<file path="config.mk">
export PLATFORM = sky130hd
export DESIGN_NAME = bpslave
export DESIGN_NICKNAME = d
export VERILOG_FILES = /design/src/rtl/bpslave.sv
export SDC_FILE = /design/constraint.sdc
export NUM_CORES = 2
export LEC_CHECK = 0
export CORE_MARGIN = 8
export CORE_UTILIZATION = 50
export CTS_CLUSTER_DIAMETER = 50
export DETAILED_ROUTE_END_ITERATION = 10
export PLACE_DENSITY = 0.76
export SLEW_MARGIN = 20
export SYNTH_ARGS = -nofsm -noshare
export SYNTH_HDL_FRONTEND = slang
export SYNTH_SLANG_ARGS = --single-unit
</file>
<file path="constraint.sdc">
create_clock -name clk -period 4.7 [get_ports clk]
set_input_delay 0.94 -clock clk [delete_from_list [all_inputs] [get_ports clk]]
set_output_delay 0.94 -clock clk [all_outputs]
set_load 0.01 [all_outputs]
</file>
<file path="src/rtl/bpslave.sv">
module bpslave #(
  parameter int          REG_WORDS    = 64,
  parameter logic [23:0] BASE         = 24'h340000,
  parameter logic [5:0]  AM_SINGLE    = 6'h39,
  parameter logic [5:0]  AM_BLOCK     = 6'h3B,
  parameter int          ADDR_ACK_CYC = 2
) (
  input  logic        clk,
  input  logic        rst_n,
  input  logic [31:1] bus_addr,
  input  logic [5:0]  bus_am,
  input  logic        bus_lword_n,
  input  logic        bus_as_n,
  input  logic [1:0]  bus_ds_n,
  input  logic        bus_write_n,
  input  logic [31:0] bus_din,
  output logic [31:0] bus_dout,
  output logic        bus_doe,
  output logic        bus_dtack_n,
  output logic        bus_berr_n
);
  localparam int OFFW = $clog2(REG_WORDS * 4);
  localparam int IW   = OFFW - 2;
  localparam int ACKW = $clog2(ADDR_ACK_CYC + 1);

  typedef enum logic [2:0] {S_IDLE, S_AACK, S_WDS, S_SETTLE, S_RESP, S_DONE} st_t;

  st_t          st;
  logic [2:0]   sy1, sy2;
  logic [23:1]  cur_a;
  logic         is_blk, is_wr, lw, crossed, dtack_q, berr_q;
  logic [ACKW-1:0] acnt;
  logic [31:0]  rdata;
  logic [31:0]  mem [REG_WORDS];

  logic unused_hi;
  assign unused_hi = ^bus_addr[31:24];

  wire       as_l = !sy2[2];
  wire [1:0] ds_l = ~sy2[1:0];
  wire       hit  = (bus_addr[23:OFFW] == BASE[23:OFFW]) &&
                    (bus_am == AM_SINGLE || bus_am == AM_BLOCK);

  wire n4 = lw && ds_l == 2'b11;
  wire n2 = !lw && ds_l == 2'b11;
  wire n1 = !lw && (ds_l == 2'b01 || ds_l == 2'b10);
  wire a0 = n1 && ds_l == 2'b01;
  wire [1:0]    b   = {cur_a[1], a0};
  wire [IW-1:0] idx = cur_a[OFFW-1:2];
  wire bad = !(n4 || n2 || n1) || (n4 && cur_a[1]) ||
             (is_blk && (!n4 || crossed || cur_a[23:OFFW] != BASE[23:OFFW]));

  logic [31:0] rword, rsel, wdat;
  logic [7:0]  rbyte, wbyte;
  logic [15:0] rhalf;
  logic [3:0]  be;
  always_comb begin
    rword = mem[idx];
    rbyte = 8'(rword >> {~b, 3'b000});
    rhalf = cur_a[1] ? rword[15:0] : rword[31:16];
    rsel  = n4 ? rword : n2 ? {16'b0, rhalf} :
            a0 ? {24'b0, rbyte} : {16'b0, rbyte, 8'b0};
    wbyte = a0 ? bus_din[7:0] : bus_din[15:8];
    wdat  = n4 ? bus_din : n2 ? {2{bus_din[15:0]}} : {4{wbyte}};
    be    = n4 ? 4'hF : n2 ? (cur_a[1] ? 4'h3 : 4'hC) : (4'b1000 >> b);
  end

  always_ff @(posedge clk or negedge rst_n) begin
    if (!rst_n) begin
      sy1 <= '1; sy2 <= '1;
    end else begin
      sy1 <= {bus_as_n, bus_ds_n};
      sy2 <= sy1;
    end
  end

  always_ff @(posedge clk or negedge rst_n) begin
    if (!rst_n) begin
      st <= S_IDLE; cur_a <= '0; is_blk <= 1'b0; is_wr <= 1'b0; lw <= 1'b0;
      crossed <= 1'b0; dtack_q <= 1'b0; berr_q <= 1'b0; acnt <= '0; rdata <= '0;
      for (int i = 0; i < REG_WORDS; i++) mem[i] <= '0;
    end else begin
      unique case (st)
        S_IDLE: if (as_l) begin
          if (hit) begin
            cur_a   <= bus_addr[23:1];
            is_blk  <= bus_am == AM_BLOCK;
            is_wr   <= !bus_write_n;
            lw      <= !bus_lword_n;
            crossed <= 1'b0;
            acnt    <= '0;
            if (bus_am == AM_BLOCK) begin
              dtack_q <= 1'b1;
              st      <= S_AACK;
            end else st <= S_WDS;
          end else st <= S_DONE;
        end
        S_AACK: begin
          acnt <= acnt + 1'b1;
          if (acnt == ACKW'(ADDR_ACK_CYC - 1)) begin
            dtack_q <= 1'b0;
            st      <= S_WDS;
          end
        end
        S_WDS: if (!as_l) st <= S_IDLE;
               else if (ds_l != 2'b00) st <= S_SETTLE;
        S_SETTLE: begin
          st <= S_RESP;
          if (bad) berr_q <= 1'b1;
          else begin
            dtack_q <= 1'b1;
            if (is_wr) begin
              for (int k = 0; k < 4; k++)
                if (be[k]) mem[idx][8*k +: 8] <= wdat[8*k +: 8];
            end else rdata <= rsel;
            if (is_blk) begin
              cur_a <= cur_a + 23'd2;
              if (cur_a[7:2] == 6'h3F) crossed <= 1'b1;
            end
          end
        end
        S_RESP: if (ds_l == 2'b00) begin
          dtack_q <= 1'b0;
          berr_q  <= 1'b0;
          st      <= is_blk ? S_WDS : S_DONE;
        end
        S_DONE: if (!as_l) st <= S_IDLE;
        default: st <= S_IDLE;
      endcase
    end
  end

  assign bus_dout    = rdata;
  assign bus_doe     = st == S_RESP && dtack_q && !is_wr;
  assign bus_dtack_n = !dtack_q;
  assign bus_berr_n  = !berr_q;

  a_r9_excl: assert property (@(posedge clk) disable iff (!rst_n)
    !(!bus_dtack_n && !bus_berr_n));
  a_r5_drive_in_strobe: assert property (@(posedge clk) disable iff (!rst_n)
    bus_doe |-> $past(ds_l != 2'b00));
  a_r4_release: assert property (@(posedge clk) disable iff (!rst_n)
    (st == S_RESP && ds_l == 2'b00) |=> (bus_dtack_n && bus_berr_n));
  a_r7_ack_cause: assert property (@(posedge clk) disable iff (!rst_n)
    $fell(bus_dtack_n) |-> (ds_l != 2'b00 || st == S_AACK));
endmodule

</file>
==> run_results.csv <==
group,metric,value,unit
status,status,"complete, no violations",
cts,clk_pin_slew,0.06,ns
grt,grt_antenna_before_repair,13,
synth,syn-cell-area,0.0996,sq mm
cts,cts_sinks,2120,
setup_path,worst_path_max_delay_cell,"dfrtp_4",
synth,async_flop_share,100,%
layout,num-fill-cells,15344,
synth,synth_edf_count,0,
synth,synth-main-ff-cell,"dfrtp_1",
sta,final_hold_viol_count,0,
synth,synth_nets,7037,
synth,netlist_instances,6955,
drt,firstDrtPassIters,6,
synth,synth-compound-area-share,7.51,%
synth,synth.avg_cell_area,14.3,sq um
synth,yosys.area_share.xor_xnor,0.00879,%
grt,grt_pass1_wl,476000,um
synth,synth_top_family_by_area,"multiplexers",
drt,drtIter0Drc,7696,
setup_path,rrSetupSlack,0.29,ns
sta,tns,0,ns
drt,num_vias,65885,
cts,clk_latency,0.86,ns
power,p_leak,55.5,nW
sta,slew_headroom,12.6,%
power,powerDensity,431,mW/mm^2
synth,synth_simple_gate_area_share,6.57,%
synth,yosysWarnings,0,
floorplan,fp.dieW,462,um
drt,drc,0,
floorplan,coreArea,0.199,sq mm
sta,grt_setup_unrepaired,"false",
setup_path,r2r_end,"bus_dout[9]",
cts,post-cts-setup-buffer-count,0,
floorplan,rows,164,
min_path,hold_path_class,"in -> async",
job,cap_violations,0,
setup_path,startpoint,"cur_a[2]",
cts,cts_tree,"built",
cts,cts_resized,0,
setup_path,path_cells,"buf_4 > nor3_2 > buf_4 > a22o_1 > o31ai_1 > o211ai_1 > nor4bb_1 > buf_4 > mux2i_1 > a221o_1",
cts,clockBufferDepth,3,
synth,synth_cell_types,83,
sta,drv_slew,0,
sta,fin_crit,4.41,ns
power,peakVddDrop,0.000605,V
grt,grt-ovfl-total,0,
drt,wl_per_cell,32.6,um
sta,finalCritPeriodShare,93.7,%
floorplan,initial_utilization,50.1,%
drt,wl_met3,39100,um
setup_path,cp-start-kind,"register",
setup_path,cp_data_arrival_time,5.15,ns
cts,cts_buffers,212,
layout,drive_gt1_share,45.6,%
drt,wl_met1,120000,um
synth,synth_fa_ha_area_share,0.0754,%
place,dp_hpwl,216000,um
setup_path,critPathCaptureType,"register",
cts,htreeDepth,4,
grt,grt_pass1_vias,68385,
drt,finalWirelength,324000,um
setup_path,crit_path_max_fanout,34,
synth,synth_seq_cells,2120,
sta,fmax,227,MHz
drt,ant_nets,0,
grt,grt_max_degree,151,
synth,synthMuxAreaShare,30.3,%
floorplan,die-area,0.214,sq mm
setup_path,path_class,"reg -> reg",
setup_path,worst-r2r-cell-count,10,
drt,routed.top_layer,"met5",
setup_path,timing.rr.start,"cur_a[2]",
sta,finalClockSkew,0.0476,ns
place,gp_congestion,0.936,
setup_path,slowest_delay,1.03,ns
drt,viasPerCell,6.63,
floorplan,die_y,462,um
layout,area_growth,13.2,%
cts,root_buffer,"clkbuf_16",
grt,gr-usage-all-layers,29.5,%
synth,ys_seq_area_share,53.3,%
drt,met2WireLength,141000,um
setup_path,critPathRequiredTime,5.44,ns
layout,fin_nets,7190,
cts,hold_buffers,0,
sta,tightestPinTransition,1.31,ns
place,io_buffer_count,102,
layout,utilization,56.7,%
floorplan,io_pins,111,
setup_path,cpMostUsedCell,"buf_4",
sta,setup_viol,0,
[placed cells by master (no fill, tap or decap), types with 21 or more instances in the layout]
master           netlist  layout
nand4_1               27      27
nand3_1               23      23
a22o_1                56      56
nor2b_1               27      21
a221oi_1             101     101
o2bb2ai_1             29      29
mux2_2              1981    1981
bufinv_16              0      21
a31oi_1               45      45
a21oi_1               86      78
mux2_4               160     163
mux2i_1              180     180
clkdlybuf4s50_1        0     101
buf_12                 6      47
dfrtp_1             2114    2111
clkinv_2               0      38
nand2_1              217     208
nor2_4               120     124
nor2_8               120     120
buf_4                 12     324
clkbuf_16              0     216
clkbuf_1             397      47
clkbuf_8               0      45
o21ai_0               77      74
o22ai_1               58      58
mux4_2               128     128
nor2_1                68      63
mux2_1                67      64
a22oi_1              310     310
a221o_1               58      58
[Yosys cell counts (all sizes together) (14+ instances only)]
library cell | n | area, sq um
a222oi | 20 | 200
mux2 | 2208 | 25500
and3 | 16 | 100
a2111oi | 16 | 146
nor2 | 324 | 4110
a22o | 56 | 490
nand4 | 27 | 169
a22oi | 310 | 2330
nor4 | 21 | 131
dfrtp | 2114 | 52900
a21oi | 86 | 430
a221o | 58 | 581
o22ai | 58 | 363
o2bb2ai | 29 | 254
a221oi | 101 | 885
buf | 137 | 753
o221ai | 14 | 123
mux4 | 128 | 2880
clkbuf | 397 | 1490
inv | 14 | 52.6
nand3 | 23 | 115
mux2i | 180 | 1800
nand2 | 217 | 815
o21ai | 77 | 385
nor2b | 27 | 169
and4 | 16 | 140
a31oi | 45 | 282
[routing by layer]
| layer | GRT usage (%) | vias to the layer above |
|---|---|---|
| met2 | 43.7 | 3692 |
| met5 | 0 | - |
| met4 | 17.5 | 10 |
| li1 | - | 26339 |
| met3 | 10.3 | 1155 |
| met1 | 37.5 | 34689 |
[how the worst max path moves through the flow]
stage / to / depth (start not counted)
4_1_cts: mem[753] / 10
5_1_grt: mem[753] / 10
2_1_floorplan: mem[1544] / 10
3_3_place_gp: mem[1244] / 6
3_5_place_dp: mem[753] / 10
6_report: bus_dout[9] / 10
[per-stage QoR]
stage | instance area, sq um | setup WS, ns | std cells | hold slack (ns) | total power [mW]
after global routing | 113000 | 0.259 | 9936 | 0.112 | 49.3
final | 113000 | 0.295 | 9942 | 0.0675 | 48.6
after floorplan | 99600 | 1.34 | 6955 | 0.345 | 24.1
after CTS | 113000 | 0.433 | 9936 | 0.0865 | 48.1
after detailed placement | 105000 | 0.462 | 9550 | 0.350 | 30.6
after global placement | 105000 | 0.177 | 9550 | 0.351 | 30.5
[logic make-up after synthesis]
kind of cell    after synthesis
simple gates                775
fa+ha+maj                     6
compound gates              989
buf+inv                     548
flops                      2120
mux                        2516
xor+xnor                      1
[worst max-delay path: cells and delay by family, from the launching register on]
| family | cells | cell delay [ns] |
|---|---|---|
| mux | 1 | 0.07 |
| simple gates | 2 | 0.77 |
| compound gates | 4 | 1.29 |
| buf+inv | 3 | 1.05 |
| flops | 1 | 1.03 |
[state kept, by name, indices dropped and copies added (netlist names)]
| register | count |
|---|---|
| berr_q | 1 |
| is_blk | 1 |
| lw | 1 |
| dtack_q | 1 |
| is_wr | 1 |
| acnt | 2 |
| sy1 | 3 |
| cur_a | 23 |
| mem | 2048 |
| sy2 | 3 |
| st | 3 |
| crossed | 1 |
| bus_dout | 32 |
[layout make-up]
| type | count | area [sq um] | area share, % |
|---|---|---|---|
| sequential | 2120 | 53100 | 47.1 |
| inverter | 14 | 58.8 | 0.0522 |
| tap | 2656 | 3320 | 2.95 |
| timing repair buffer | 473 | 4410 | 3.91 |
| multi-input combinational | 4287 | 44600 | 39.5 |
| clock buffer | 308 | 6200 | 5.50 |
| clock inverter | 78 | 1070 | 0.947 |
| antenna | 6 | 15.0 | 0.0133 |
[where the power goes]
| part | internal, mW | switching, mW |
|---|---|---|
| Clock | 10.3 | 7.40 |
| Combinational | 3.15 | 8.97 |
| Sequential | 18.3 | 0.426 |
No activity file was read; power rests on OpenSTA's default activity.
